<file path="src/rtl/irda_codec_pkg.sv">
package irda_codec_pkg;

    localparam int unsigned SLOTS  = 16;
    localparam int unsigned SLOT_W = 4;

    // Transmit pulse shaper states
    typedef enum logic [1:0] {
        TX_QUIET = 2'd0,
        TX_PULSE = 2'd1,
        TX_TAIL  = 2'd2
    } tx_state_t;

    // Receive pulse qualifier states
    typedef enum logic [1:0] {
        RX_WAIT  = 2'd0,
        RX_HIGH1 = 2'd1,
        RX_SEEN  = 2'd2
    } rx_state_t;

    // Last oversample interval (inclusive) in which the pulse is high
    function automatic logic [SLOT_W-1:0] pulse_last_slot(input logic narrow);
        return narrow ? SLOT_W'(0) : SLOT_W'(2);
    endfunction

endpackage

</file>
<file path="src/rtl/irda_baud_gen.sv">
module irda_baud_gen
    import irda_codec_pkg::*;
#(
    parameter int PRE_W = 8,
    parameter int DIV_W = 4
) (
    input  logic              clk,
    input  logic              rst_n,
    input  logic [1:0]        clk_sel,
    input  logic [DIV_W-1:0]  div_n,
    input  logic              frac_en,
    input  logic [SLOT_W-1:0] frac_k,
    input  logic              pw_sel,
    output logic              os_tick,
    output logic              bit_tick,
    output logic [SLOT_W-1:0] slot,
    output logic              frac_blocked
);

    localparam int CNT_W = DIV_W + 1;
    localparam int KW    = SLOT_W + 1;

    logic [PRE_W-1:0]  pre_cnt;
    logic [PRE_W-1:0]  pre_lim;
    logic              pre_tick;
    logic [CNT_W-1:0]  div_cnt;
    logic [CNT_W-1:0]  n_eff;
    logic [CNT_W-1:0]  divisor;
    logic [CNT_W-1:0]  div_last;
    logic [SLOT_W-1:0] slot_q;
    logic              frac_use;
    logic              stretch;

    // Prescaled period is 4 << (2*clk_sel) system clocks
    always_comb pre_lim = PRE_W'((32'd4 << {clk_sel, 1'b0}) - 32'd1);

    assign pre_tick     = (pre_cnt >= pre_lim);
    assign frac_blocked = frac_en && (pw_sel || (clk_sel == 2'd0));
    assign frac_use     = frac_en && !frac_blocked;
    assign stretch      = frac_use &&
                          ({1'b0, slot_q} < (KW'(SLOTS) - {1'b0, frac_k}));
    assign n_eff        = (div_n == '0) ? CNT_W'(1) : {1'b0, div_n};
    assign divisor      = n_eff + CNT_W'(stretch);
    assign div_last     = divisor - CNT_W'(1);
    assign os_tick      = pre_tick && (div_cnt >= div_last);
    assign bit_tick     = os_tick && (slot_q == SLOT_W'(SLOTS - 1));
    assign slot         = slot_q;

    always_ff @(posedge clk or negedge rst_n) begin
        if (!rst_n) begin
            pre_cnt <= '0;
            div_cnt <= '0;
            slot_q  <= '0;
        end else begin
            pre_cnt <= pre_tick ? '0 : pre_cnt + 1'b1;
            if (pre_tick) begin
                div_cnt <= os_tick ? '0 : div_cnt + 1'b1;
            end
            if (os_tick) begin
                slot_q <= slot_q + 1'b1;
            end
        end
    end

endmodule

</file>
<file path="src/rtl/irda_sir_tx.sv">
module irda_sir_tx
    import irda_codec_pkg::*;
(
    input  logic              clk,
    input  logic              rst_n,
    input  logic              os_tick,
    input  logic [SLOT_W-1:0] slot,
    input  logic              pw_sel,
    input  logic              uart_txd,
    output logic              ir_tx
);

    tx_state_t         state_q;
    tx_state_t         state_d;
    logic              boundary;
    logic [SLOT_W-1:0] last_slot;

    assign boundary  = os_tick && (slot == SLOT_W'(SLOTS - 1));
    assign last_slot = pulse_last_slot(pw_sel);

    // State register
    always_ff @(posedge clk or negedge rst_n) begin
        if (!rst_n) begin
            state_q <= TX_QUIET;
        end else begin
            state_q <= state_d;
        end
    end

    // Next state
    always_comb begin
        state_d = state_q;
        if (boundary) begin
            state_d = uart_txd ? TX_QUIET : TX_PULSE;
        end else begin
            unique case (state_q)
                TX_QUIET: state_d = TX_QUIET;
                TX_PULSE: if (os_tick && (slot == last_slot)) state_d = TX_TAIL;
                TX_TAIL:  state_d = TX_TAIL;
                default:  state_d = TX_QUIET;
            endcase
        end
    end

    // Outputs
    always_comb begin
        unique case (state_q)
            TX_PULSE: ir_tx = 1'b1;
            TX_QUIET,
            TX_TAIL:  ir_tx = 1'b0;
            default:  ir_tx = 1'b0;
        endcase
    end

endmodule

</file>
<file path="src/rtl/irda_sir_rx.sv">
module irda_sir_rx
    import irda_codec_pkg::*;
(
    input  logic              clk,
    input  logic              rst_n,
    input  logic              os_tick,
    input  logic [SLOT_W-1:0] slot,
    input  logic              ir_rx,
    output logic              rx_data
);

    rx_state_t state_q;
    rx_state_t state_d;
    logic      boundary;
    logic      pulse_found;

    assign boundary    = os_tick && (slot == SLOT_W'(SLOTS - 1));
    assign pulse_found = (state_q == RX_SEEN) || ((state_q == RX_HIGH1) && ir_rx);

    // State register
    always_ff @(posedge clk or negedge rst_n) begin
        if (!rst_n) begin
            state_q <= RX_WAIT;
        end else begin
            state_q <= state_d;
        end
    end

    // Next state
    always_comb begin
        state_d = state_q;
        if (boundary) begin
            state_d = RX_WAIT;
        end else begin
            unique case (state_q)
                RX_WAIT:  state_d = ir_rx ? RX_HIGH1 : RX_WAIT;
                RX_HIGH1: state_d = ir_rx ? RX_SEEN  : RX_WAIT;
                RX_SEEN:  state_d = RX_SEEN;
                default:  state_d = RX_WAIT;
            endcase
        end
    end

    // Output: one decision per bit, taken at the boundary
    always_ff @(posedge clk or negedge rst_n) begin
        if (!rst_n) begin
            rx_data <= 1'b1;
        end else if (boundary) begin
            rx_data <= !pulse_found;
        end
    end

endmodule

</file>
<file path="src/rtl/irda_sir_codec.sv">
module irda_sir_codec
    import irda_codec_pkg::*;
#(
    parameter int PRE_W = 8,
    parameter int DIV_W = 4
) (
    input  logic              clk,
    input  logic              rst_n,
    input  logic [1:0]        clk_sel,
    input  logic [DIV_W-1:0]  div_n,
    input  logic              frac_en,
    input  logic [SLOT_W-1:0] frac_k,
    input  logic              pw_sel,
    input  logic              uart_txd,
    input  logic              ir_rx,
    output logic              ir_tx,
    output logic              rx_data,
    output logic              os_tick,
    output logic              bit_tick,
    output logic              frac_blocked
);

    logic [SLOT_W-1:0] slot;

    irda_baud_gen #(
        .PRE_W (PRE_W),
        .DIV_W (DIV_W)
    ) u_baud (
        .clk          (clk),
        .rst_n        (rst_n),
        .clk_sel      (clk_sel),
        .div_n        (div_n),
        .frac_en      (frac_en),
        .frac_k       (frac_k),
        .pw_sel       (pw_sel),
        .os_tick      (os_tick),
        .bit_tick     (bit_tick),
        .slot         (slot),
        .frac_blocked (frac_blocked)
    );

    irda_sir_tx u_tx (
        .clk      (clk),
        .rst_n    (rst_n),
        .os_tick  (os_tick),
        .slot     (slot),
        .pw_sel   (pw_sel),
        .uart_txd (uart_txd),
        .ir_tx    (ir_tx)
    );

    irda_sir_rx u_rx (
        .clk     (clk),
        .rst_n   (rst_n),
        .os_tick (os_tick),
        .slot    (slot),
        .ir_rx   (ir_rx),
        .rx_data (rx_data)
    );

endmodule

</file>
<file path="config.mk">
export PLATFORM = sky130hd
export DESIGN_NAME = irda_sir_codec
export DESIGN_NICKNAME = d
export VERILOG_FILES = /design/src/rtl/irda_codec_pkg.sv /design/src/rtl/irda_baud_gen.sv /design/src/rtl/irda_sir_tx.sv /design/src/rtl/irda_sir_rx.sv /design/src/rtl/irda_sir_codec.sv
export SDC_FILE = /design/constraint.sdc
export NUM_CORES = 1
export LEC_CHECK = 0
export BUFFER_PORTS_ARGS = -buffer_cell sky130_fd_sc_hd__buf_2
export CAP_MARGIN = 20
export CORE_UTILIZATION = 29
export DETAILED_ROUTE_END_ITERATION = 8
export GPL_TIMING_DRIVEN = 0
export PLACE_DENSITY = 0.49
export SLEW_MARGIN = 5
export SYNTH_ARGS = -nofsm -noshare
export SYNTH_HDL_FRONTEND = slang
export SYNTH_SLANG_ARGS = --single-unit
</file>
<file path="constraint.sdc">
create_clock -name clk -period 4.45 [get_ports clk]
set_clock_uncertainty 0.05 [all_clocks]
set_input_delay 0.89 -clock clk [delete_from_list [all_inputs] [get_ports clk]]
set_output_delay 0.89 -clock clk [all_outputs]
set_load 0.03 [all_outputs]
</file>
==> results.json, run 1 <==
{
  "swShare": 0.3705,
  "dr.max_layer_used": "met4",
  "ir_drop_mv": 0.1921,
  "critPathMaxStageDelay_ps": 290,
  "crit_family": "adder cells",
  "hpwl_mm": 2.244,
  "grt_pass1_vias": 1138,
  "timing.fmax_mhz": 218.5,
  "p_leak_nw": 0.9361,
  "drt-wirelength-per-cell_um": 11.56,
  "grt_first_pass_wirelength_mm": 4.981,
  "clockPowerShare": 0.168,
  "path_class": "input port to primary output",
  "synth_enable_flop_cells": 0,
  "grt_max_degree": 23,
  "fillers": 509,
  "drt-met1-wl_mm": 1.275,
  "drtAntennaViolNets": 0,
  "worstHoldPathType": "flip-flop to flip-flop",
  "gp_congestion": 0.7424,
  "p_per_area_mw_per_mm2": 449.7,
  "synth_cell_types": 35,
  "die_h_um": 74.31,
  "grt.overflow.total": 0,
  "worst_path_max_delay_cell": "ha_1",
  "synth-seq-area-share": 0.3639,
  "p_int_mw": 0.5324,
  "period_share": 1.028,
  "h-tree-depth": 1,
  "worst_slack_ps": -126.1,
  "pwr-share-comb": 0.437,
  "insertion_delay_ps": 260,
  "cts_buffers": 3,
  "root_buffer": "clkbuf_8",
  "antenna_found_initial": 0,
  "drt_iter0_markers": 55,
  "routed_via_density": 4.573,
  "synth_seq_cells": 22,
  "endpoint_kind": "primary output",
  "setup_viol": 2,
  "p_seq_frac": 0.396,
  "firstDrtPassIters": 4,
  "postCtsHoldBufs": 0,
  "final_hold_viol_count": 0,
  "ys_warn_count": 0,
  "required_ps": 3510,
  "tightest_slew_ps": 500.1,
  "wl_met2_mm": 1.482,
  "portBuffers": 20,
  "status": "finished, violations left",
  "p_sw_mw": 0.3134,
  "start_util": 0.3108,
  "netlist.area_leader.share": 0.3465,
  "syn_area_per_cell_um2": 9.598,
  "netlist_top_cells_area": "dfrtp_1, ha_1, xnor2_1, nor2_1, inv_1",
  "fin_nets": 225,
  "wirelength_mm": 2.924,
  "die_area_mm2": 0.005522,
  "vias": 1157,
  "critical_path_arrival_ps": 3640,
  "slew_viol_final": 0,
  "yosysTopAreaCell": "dfrtp_1",
  "io_pins": 21,
  "synth.most_common_cell": "ha_1",
  "grt_use_total": 0.1179,
  "cp-start-kind": "input port",
  "cts_tree": "yes",
  "area_delta_synth_final_pct": 24.01,
  "relSlewSlack": 0.6635,
  "clk_path_buf_depth": 2,
  "path_buf_inv": 4,
  "synthFlopType": "dfrtp_1",
  "total_power_mw": 0.8458,
  "layout-drive-gt1-share": 0.2581,
  "fin_hold_ws_ps": 405.7,
  "clk_pin_slew_ps": 80,
  "drc": 0,
  "rows": 25,
  "antennaDiodeCount": 0,
  "maxCapViolCount": 0,
  "violations": "negative setup slack",
  "ys_top_cells_by_count": "ha_1, dfrtp_1, nor2_1",
  "path_max_fanout": 3,
  "wl_met3_um": 122,
  "rsz0062_at_grt": "true",
  "synthArstFlopShare": 1.000,
  "core_area_mm2": 0.004880,
  "synth_area_mm2": 0.001516,
  "period_needed_ps": 4576,
  "die_w_um": 74.31,
  "clkSinkCount": 22,
  "synth_fp_nets": 196,
  "path_cells": "buf_8 -> inv_4 -> ha_4 -> inv_2 -> ha_4 -> a21o_1 -> a21o_1 -> a21oi_2 -> o211ai_1 -> ha_2 -> ha_4 -> xnor2_2 -> ha_1 -> a21o_1 -> a31oi_2 -> o21ai_2 -> and3_4 -> buf_6",
  "netlist_instances": 158
}
-- cells in the final DEF (no fill, tap or decap), drive strengths merged, types with 4 or more instances in the layout --
| master | netlist | routed |
|---|---|---|
| a21o | 4 | 4 |
| a21oi | 6 | 6 |
| and3 | 6 | 6 |
| buf | 4 | 28 |
| clkbuf | 0 | 4 |
| dfrtp | 21 | 21 |
| ha | 22 | 22 |
| inv | 14 | 14 |
| nand2 | 8 | 8 |
| nand2b | 6 | 6 |
| nand3 | 6 | 6 |
| nor2 | 16 | 16 |
| o21ai | 4 | 4 |
| xnor2 | 8 | 8 |
| xor2 | 6 | 6 |
-- routing by layer --
metal | vias up | track usage
met4 | 0 | 0.03145
met2 | 22 | 0.2061
met1 | 531 | 0.1393
met3 | 7 | 0.03794
li1 | 597 | -
met5 | - | 0
-- sequential cells by signal (all words and copies together) (netlist names) --
name            flops
u_rx.rx_data        1
u_tx.state_q        2
u_baud.div_cnt      5
u_rx.state_q        2
u_baud.slot         4
u_baud.pre_cnt      8
-- stage by stage --
stage	setup WS (ps)	instances	instance area [um^2]	TNS, ps	util
floorplan	19.92	158	1519	0	-
global placement	-517.0	245	1703	-1010	0.3490
detailed placement	-567.2	245	1703	-1104	0.3490
CTS	-197.1	252	1873	-360.6	0.3838
global route	-261.2	253	1881	-487.8	0.3854
finish	-126.1	253	1881	-222.5	0.3854
-- power groups by stage --
stage	sequential [mW]	combinational (mW)	clock, mW
2_1_floorplan	0.317	0.257	0
3_3_place_gp	0.332	0.308	0
3_5_place_dp	0.337	0.324	0
4_1_cts	0.335	0.366	0.147
5_1_grt	0.344	0.427	0.154
6_report	0.335	0.369	0.142
-- cell families (layout without fill, tap and decap cells) --
family,Yosys count,in the layout,synth area share
other,1,1,0.002473
adders and majority gates,22,22,0.1815
xor gates and xnor gates,14,14,0.08086
muxes,4,4,0.03300
and+or+nand+nor,52,52,0.1700
DFF,22,22,0.3639
AOI/OAI and AO/OA,25,25,0.1122
buffers and inverters,18,46,0.05610
-- final timing paths --
check / slack [ps] / to / cells after the start / from
worst min-delay path: 410 / u_baud.pre_cnt[0] / 1 / u_baud.pre_cnt[0]
max in group asynchronous: 3470 / u_rx.rx_data / 1 / rst_n
worst min register to register: 410 / u_baud.pre_cnt[0] / 1 / u_baud.pre_cnt[0]
worst max-delay path: -130 / bit_tick / 18 / frac_k[1]
min in group asynchronous: 530 / u_rx.state_q[0] / 1 / rst_n
worst max register to register: 1130 / u_baud.div_cnt[1] / 16 / u_baud.slot[1]
-- cell type report --
class / instances / area (um^2) / area share
repair buffers: 26 / 177.7 / 0.09448
clock buffers: 4 / 55.05 / 0.02927
flip-flops and latches: 22 / 551.8 / 0.2934
multi-input cells: 118 / 944.7 / 0.5023
inverters: 14 / 57.56 / 0.03061
well taps: 67 / 83.83 / 0.04458
plain buffers: 2 / 10.01 / 0.005323
-- timing repair --
action	4_1_cts	5_1_grt
endpoints found under the hold margin	0	0
gates resized for setup	24	0
setup endpoints to repair	2	2
pin swaps	13	6
buffers inserted	5	1
Note: power is estimated with default switching activity, not from simulation.
==> run 2, diff against run 1 <==
Settings changed: PLACE_DENSITY 0.49 to 0.47.
Clock period 4.45 ns to 5.1 ns, I/O delays scaled along.
==> results.json, run 2 (same netlist as run 1, synthesis figures left out) <==
{
  "final_hold_viol_count": 0,
  "rows": 25,
  "largest_register_ffs": 8,
  "layout-drive-gt1-share": 0.2253,
  "path_cells": "buf_6 -> inv_2 -> ha_4 -> inv_1 -> ha_1 -> a21o_1 -> a21o_1 -> a21oi_2 -> o211ai_1 -> ha_2 -> ha_4 -> xnor2_2 -> ha_1 -> a21o_1 -> a31oi_2 -> o21ai_2 -> and3_4 -> buf_6",
  "worstHoldPathType": "flip-flop to flip-flop",
  "crit_top_cell": "a21o_1",
  "reg2reg_depth": 15,
  "clk_path_buf_depth": 2,
  "drt-wirelength-per-cell_um": 12.02,
  "critical_path_arrival_ps": 3890,
  "path_class": "input port to primary output",
  "min_from": "u_baud.pre_cnt[0]",
  "place_ws_ps": -254.9,
  "hpwl_mm": 2.287,
  "cts_buffers": 3,
  "start_util": 0.3108,
  "cp-startpoint": "frac_k[0]",
  "fin_nets": 221,
  "drc": 0,
  "r2r_slack_ps": 1820,
  "maxCapViolCount": 0,
  "io_pins": 21,
  "cts_tree": "yes",
  "setup-tns-final_ps": 0,
  "timing.rr.end": "u_tx.state_q[1]",
  "h-tree-depth": 1,
  "layout_common_cells": "dfrtp_1, ha_1, buf_2",
  "area_delta_synth_final_pct": 19.72,
  "ir_drop_mv": 0.1363,
  "reg2reg_from": "u_baud.slot[1]",
  "firstDrtPassIters": 4,
  "grt_first_pass_wirelength_mm": 4.885,
  "wirelength_mm": 2.993,
  "die_w_um": 74.31,
  "endpoint_kind": "primary output",
  "relSlewSlack": 0.6251,
  "final_common_cell": "dfrtp_1",
  "regMostFlops": "u_baud.pre_cnt",
  "core_area_mm2": 0.004880,
  "period_share": 0.9718,
  "grt_use_total": 0.1155,
  "required_ps": 4030,
  "vias": 1173,
  "status": "finished, final reports clean",
  "clkSinkCount": 22,
  "period_needed_ps": 4956,
  "antenna_found_initial": 0,
  "slew_viol_final": 0,
  "grt.overflow.total": 0,
  "gp_congestion": 0.7455,
  "critPathMaxStageDelay_ps": 300,
  "path_max_fanout": 3,
  "portBuffers": 20,
  "drt_iter0_markers": 31,
  "drtAntennaViolNets": 0,
  "cp-start-kind": "input port",
  "tightest_slew_ps": 557.2,
  "routed_via_density": 4.711,
  "grt_max_degree": 23,
  "p_per_area_mw_per_mm2": 387.3,
  "antennaDiodeCount": 0,
  "timing.fmax_mhz": 201.8,
  "setup_viol": 0,
  "p_leak_nw": 0.9085,
  "grt_pass1_vias": 1159,
  "die_area_mm2": 0.005522,
  "root_buffer": "clkbuf_8",
  "worst_slack_ps": 143.8,
  "worst_path_max_delay_cell": "ha_1",
  "clk_pin_slew_ps": 80,
  "final_core_util": 0.3721,
  "insertion_delay_ps": 260,
  "die_h_um": 74.31,
  "worstSetupEndpoint": "bit_tick"
}
-- run 2: power by group --
group	total (mW)	internal, mW	switching (mW)
combinational	0.305	0.151	0.155
sequential	0.289	0.230	0.0589
clock	0.108	0.0556	0.0528
total	0.703	0.437	0.267
-- run 2: per-layer routing --
layer  GRT usage  part of all wire
met1      0.1255              0.43
met2      0.2242              0.54
met3     0.03252             0.023
met4     0.01887            0.0030
met5           0                 0
-- run 2: final cells by class --
class	instances	area, um^2
plain buffers	2	10.01
clock buffers	4	45.04
fillers	503	3064
inverters	14	52.55
multi-input cells	118	932.1
flip-flops and latches	22	551.8
well taps	67	83.83
repair buffers	22	140.1
-- run 2: metrics by stage --
stage	total power, mW	cells	hold WS, ps	instance area, um^2
floorplan	0.5010	158	375.1	1516
global placement	0.5594	245	388.8	1700
detailed placement	0.5771	245	396.1	1700
CTS	0.7047	250	406.9	1774
global route	0.7704	249	438.9	1815
finish	0.7032	249	407.6	1815
-- run 2: worst min path at each step --
stage / to / depth (start not counted)
after floorplan: u_baud.pre_cnt[0] / 1
after global placement: u_baud.pre_cnt[0] / 1
after detailed placement: u_rx.state_q[0] / 1
after CTS: u_rx.state_q[0] / 1
after global routing: u_baud.pre_cnt[0] / 1
final: u_baud.pre_cnt[0] / 1
-- run 2: repair_timing --
item,4_1_cts,5_1_grt
setup buffers,1,1
pin swaps,5,12
setup endpoints to repair,2,2
resized for setup,7,12
hold buffers,0,0
-- run 2: worst max-delay path, delay by kind of cell --
family,cells,cell delay [ps]
fa+ha+maj,5,1210
compound gates,7,1040
buf+inv,4,290
simple gates,1,190
xor+xnor,1,120
==> run 3, diff against run 2 <==
Settings changed: CORE_UTILIZATION 29 to 50, HOLD_SLACK_MARGIN from default to 0.1, PLACE_DENSITY 0.47 to 0.72.
==> results.json, run 3 (same netlist as run 1, synthesis figures left out) <==
{
  "slew_viol_final": 0,
  "die_area_mm2": 0.003257,
  "ir_drop_mv": 0.2611,
  "wirelength_mm": 2.919,
  "gp_congestion": 0.7488,
  "antenna_found_initial": 0,
  "required_ps": 4030,
  "relSlewSlack": 0.6566,
  "cp-start-kind": "input port",
  "vias": 1211,
  "cts_buffers": 3,
  "grt_first_pass_wirelength_mm": 5.043,
  "h-tree-depth": 1,
  "path_class": "input port to primary output",
  "core_area_mm2": 0.002805,
  "grt_pass1_vias": 1236,
  "portBuffers": 20,
  "clk_path_buf_depth": 2,
  "root_buffer": "clkbuf_4",
  "die_w_um": 57.07,
  "worst_path_max_delay_cell": "ha_1",
  "violations": "design-rule violations",
  "total_power_mw": 0.7118,
  "clkSinkCount": 22,
  "final_core_util": 0.6374,
  "largest_register_ffs": 8,
  "p_leak_nw": 0.9224,
  "place_ws_ps": -175.1,
  "cts_tree": "yes",
  "endpoint_kind": "primary output",
  "hpwl_mm": 2.203,
  "rows": 19,
  "critical_path_arrival_ps": 3900,
  "drt_iter0_markers": 24,
  "grt_max_degree": 23,
  "routed_via_density": 5.581,
  "maxCapViolCount": 0,
  "worst_slack_ps": 130.5,
  "setup_viol": 0,
  "io_pins": 21,
  "drt-wirelength-per-cell_um": 13.45,
  "insertion_delay_ps": 310,
  "final_hold_viol_count": 0,
  "worstHoldPathType": "flip-flop to flip-flop",
  "status": "finished, violations left",
  "area_delta_synth_final_pct": 17.90,
  "clk_pin_slew_ps": 110,
  "tightest_slew_ps": 510.4,
  "path_cells": "buf_6 -> inv_2 -> ha_4 -> inv_1 -> ha_1 -> a21o_1 -> a21o_1 -> a21oi_2 -> o211ai_1 -> ha_2 -> ha_4 -> xnor2_1 -> ha_1 -> a21o_1 -> a31oi_2 -> o21ai_2 -> and3_4 -> buf_6 -> buf_6",
  "period_share": 0.9744,
  "fin_nets": 225,
  "critPathMaxStageDelay_ps": 310,
  "drc": 3,
  "timing.fmax_mhz": 201.2,
  "period_needed_ps": 4969,
  "drtAntennaViolNets": 0,
  "final_area_mm2": 0.001788,
  "firstDrtPassIters": 6,
  "grt.overflow.total": 0,
  "final_common_cell": "dfrtp_1",
  "die_h_um": 57.07,
  "layout_common_cells": "dfrtp_1, ha_1, buf_2",
  "dpl_cell_area_mm2": 0.001655,
  "p_per_area_mw_per_mm2": 398.1,
  "path_max_fanout": 4,
  "postCtsHoldBufs": 0,
  "layout-drive-gt1-share": 0.2419,
  "fillers": 243,
  "regMostFlops": "u_baud.pre_cnt",
  "antennaDiodeCount": 0,
  "start_util": 0.5406,
  "fin_hold_ws_ps": 409.1,
  "grt_use_total": 0.2038
}
run 3: critical path: cells and delay by family:
| kind | cells | cell delay (ps) |
|---|---|---|
| fa+ha+maj | 5 | 1200 |
| compound gates | 7 | 1020 |
| buf+inv | 5 | 400 |
| simple gates | 1 | 160 |
| xor+xnor | 1 | 120 |
run 3: final cells by class:
class                   instances  area, um^2  share of cell area
multi-input cells             118       924.6              0.5171
flip-flops and latches         22       551.8              0.3086
repair buffers                 25       162.7             0.09097
inverters                      14       52.55             0.02939
well taps                      31       38.79             0.02169
clock buffers                   4       36.28             0.02029
plain buffers                   3       21.27             0.01190
run 3: power by group:
group	switching, mW	internal [mW]
registers	0.0589	0.230
clock network	0.0516	0.0436
logic	0.161	0.167
run 3: metrics by stage:
stage / setup TNS [ps] / instances
finish: 0 / 217
global route: -1.033 / 217
CTS: 0 / 215
detailed placement: -323.8 / 209
global placement: -185.7 / 209
floorplan: 0 / 158
run 3: metal layers:
layer  share of wire  up-vias  routed length, um  global-route usage
li1                -      603                  -                   -
met1            0.42      586               1239              0.2145
met2            0.53       16               1560              0.3899
met3           0.026        6                 76             0.04989
met4           0.015        0                 43             0.07317
met5               0        -                  0                   0
run 3: path summary, 6_finish.rpt:
kind / start / to / slack, ps / cells after the start
worst max-delay path: frac_k[0] / bit_tick / 130 / 19
worst min-delay path: u_baud.pre_cnt[0] / u_baud.pre_cnt[0] / 410 / 1
worst max register to register: u_baud.slot[1] / u_baud.div_cnt[0] / 1580 / 17
worst min register to register: u_baud.pre_cnt[0] / u_baud.pre_cnt[0] / 410 / 1
max in group asynchronous: rst_n / u_rx.rx_data / 4050 / 1
min in group asynchronous: rst_n / u_rx.state_q[1] / 600 / 1
run 3: timing repair:
item                       4_1_cts  5_1_grt
resized for setup                2       16
setup endpoints to repair        2        2
buffers inserted                 2        3
pin swaps                        4        9
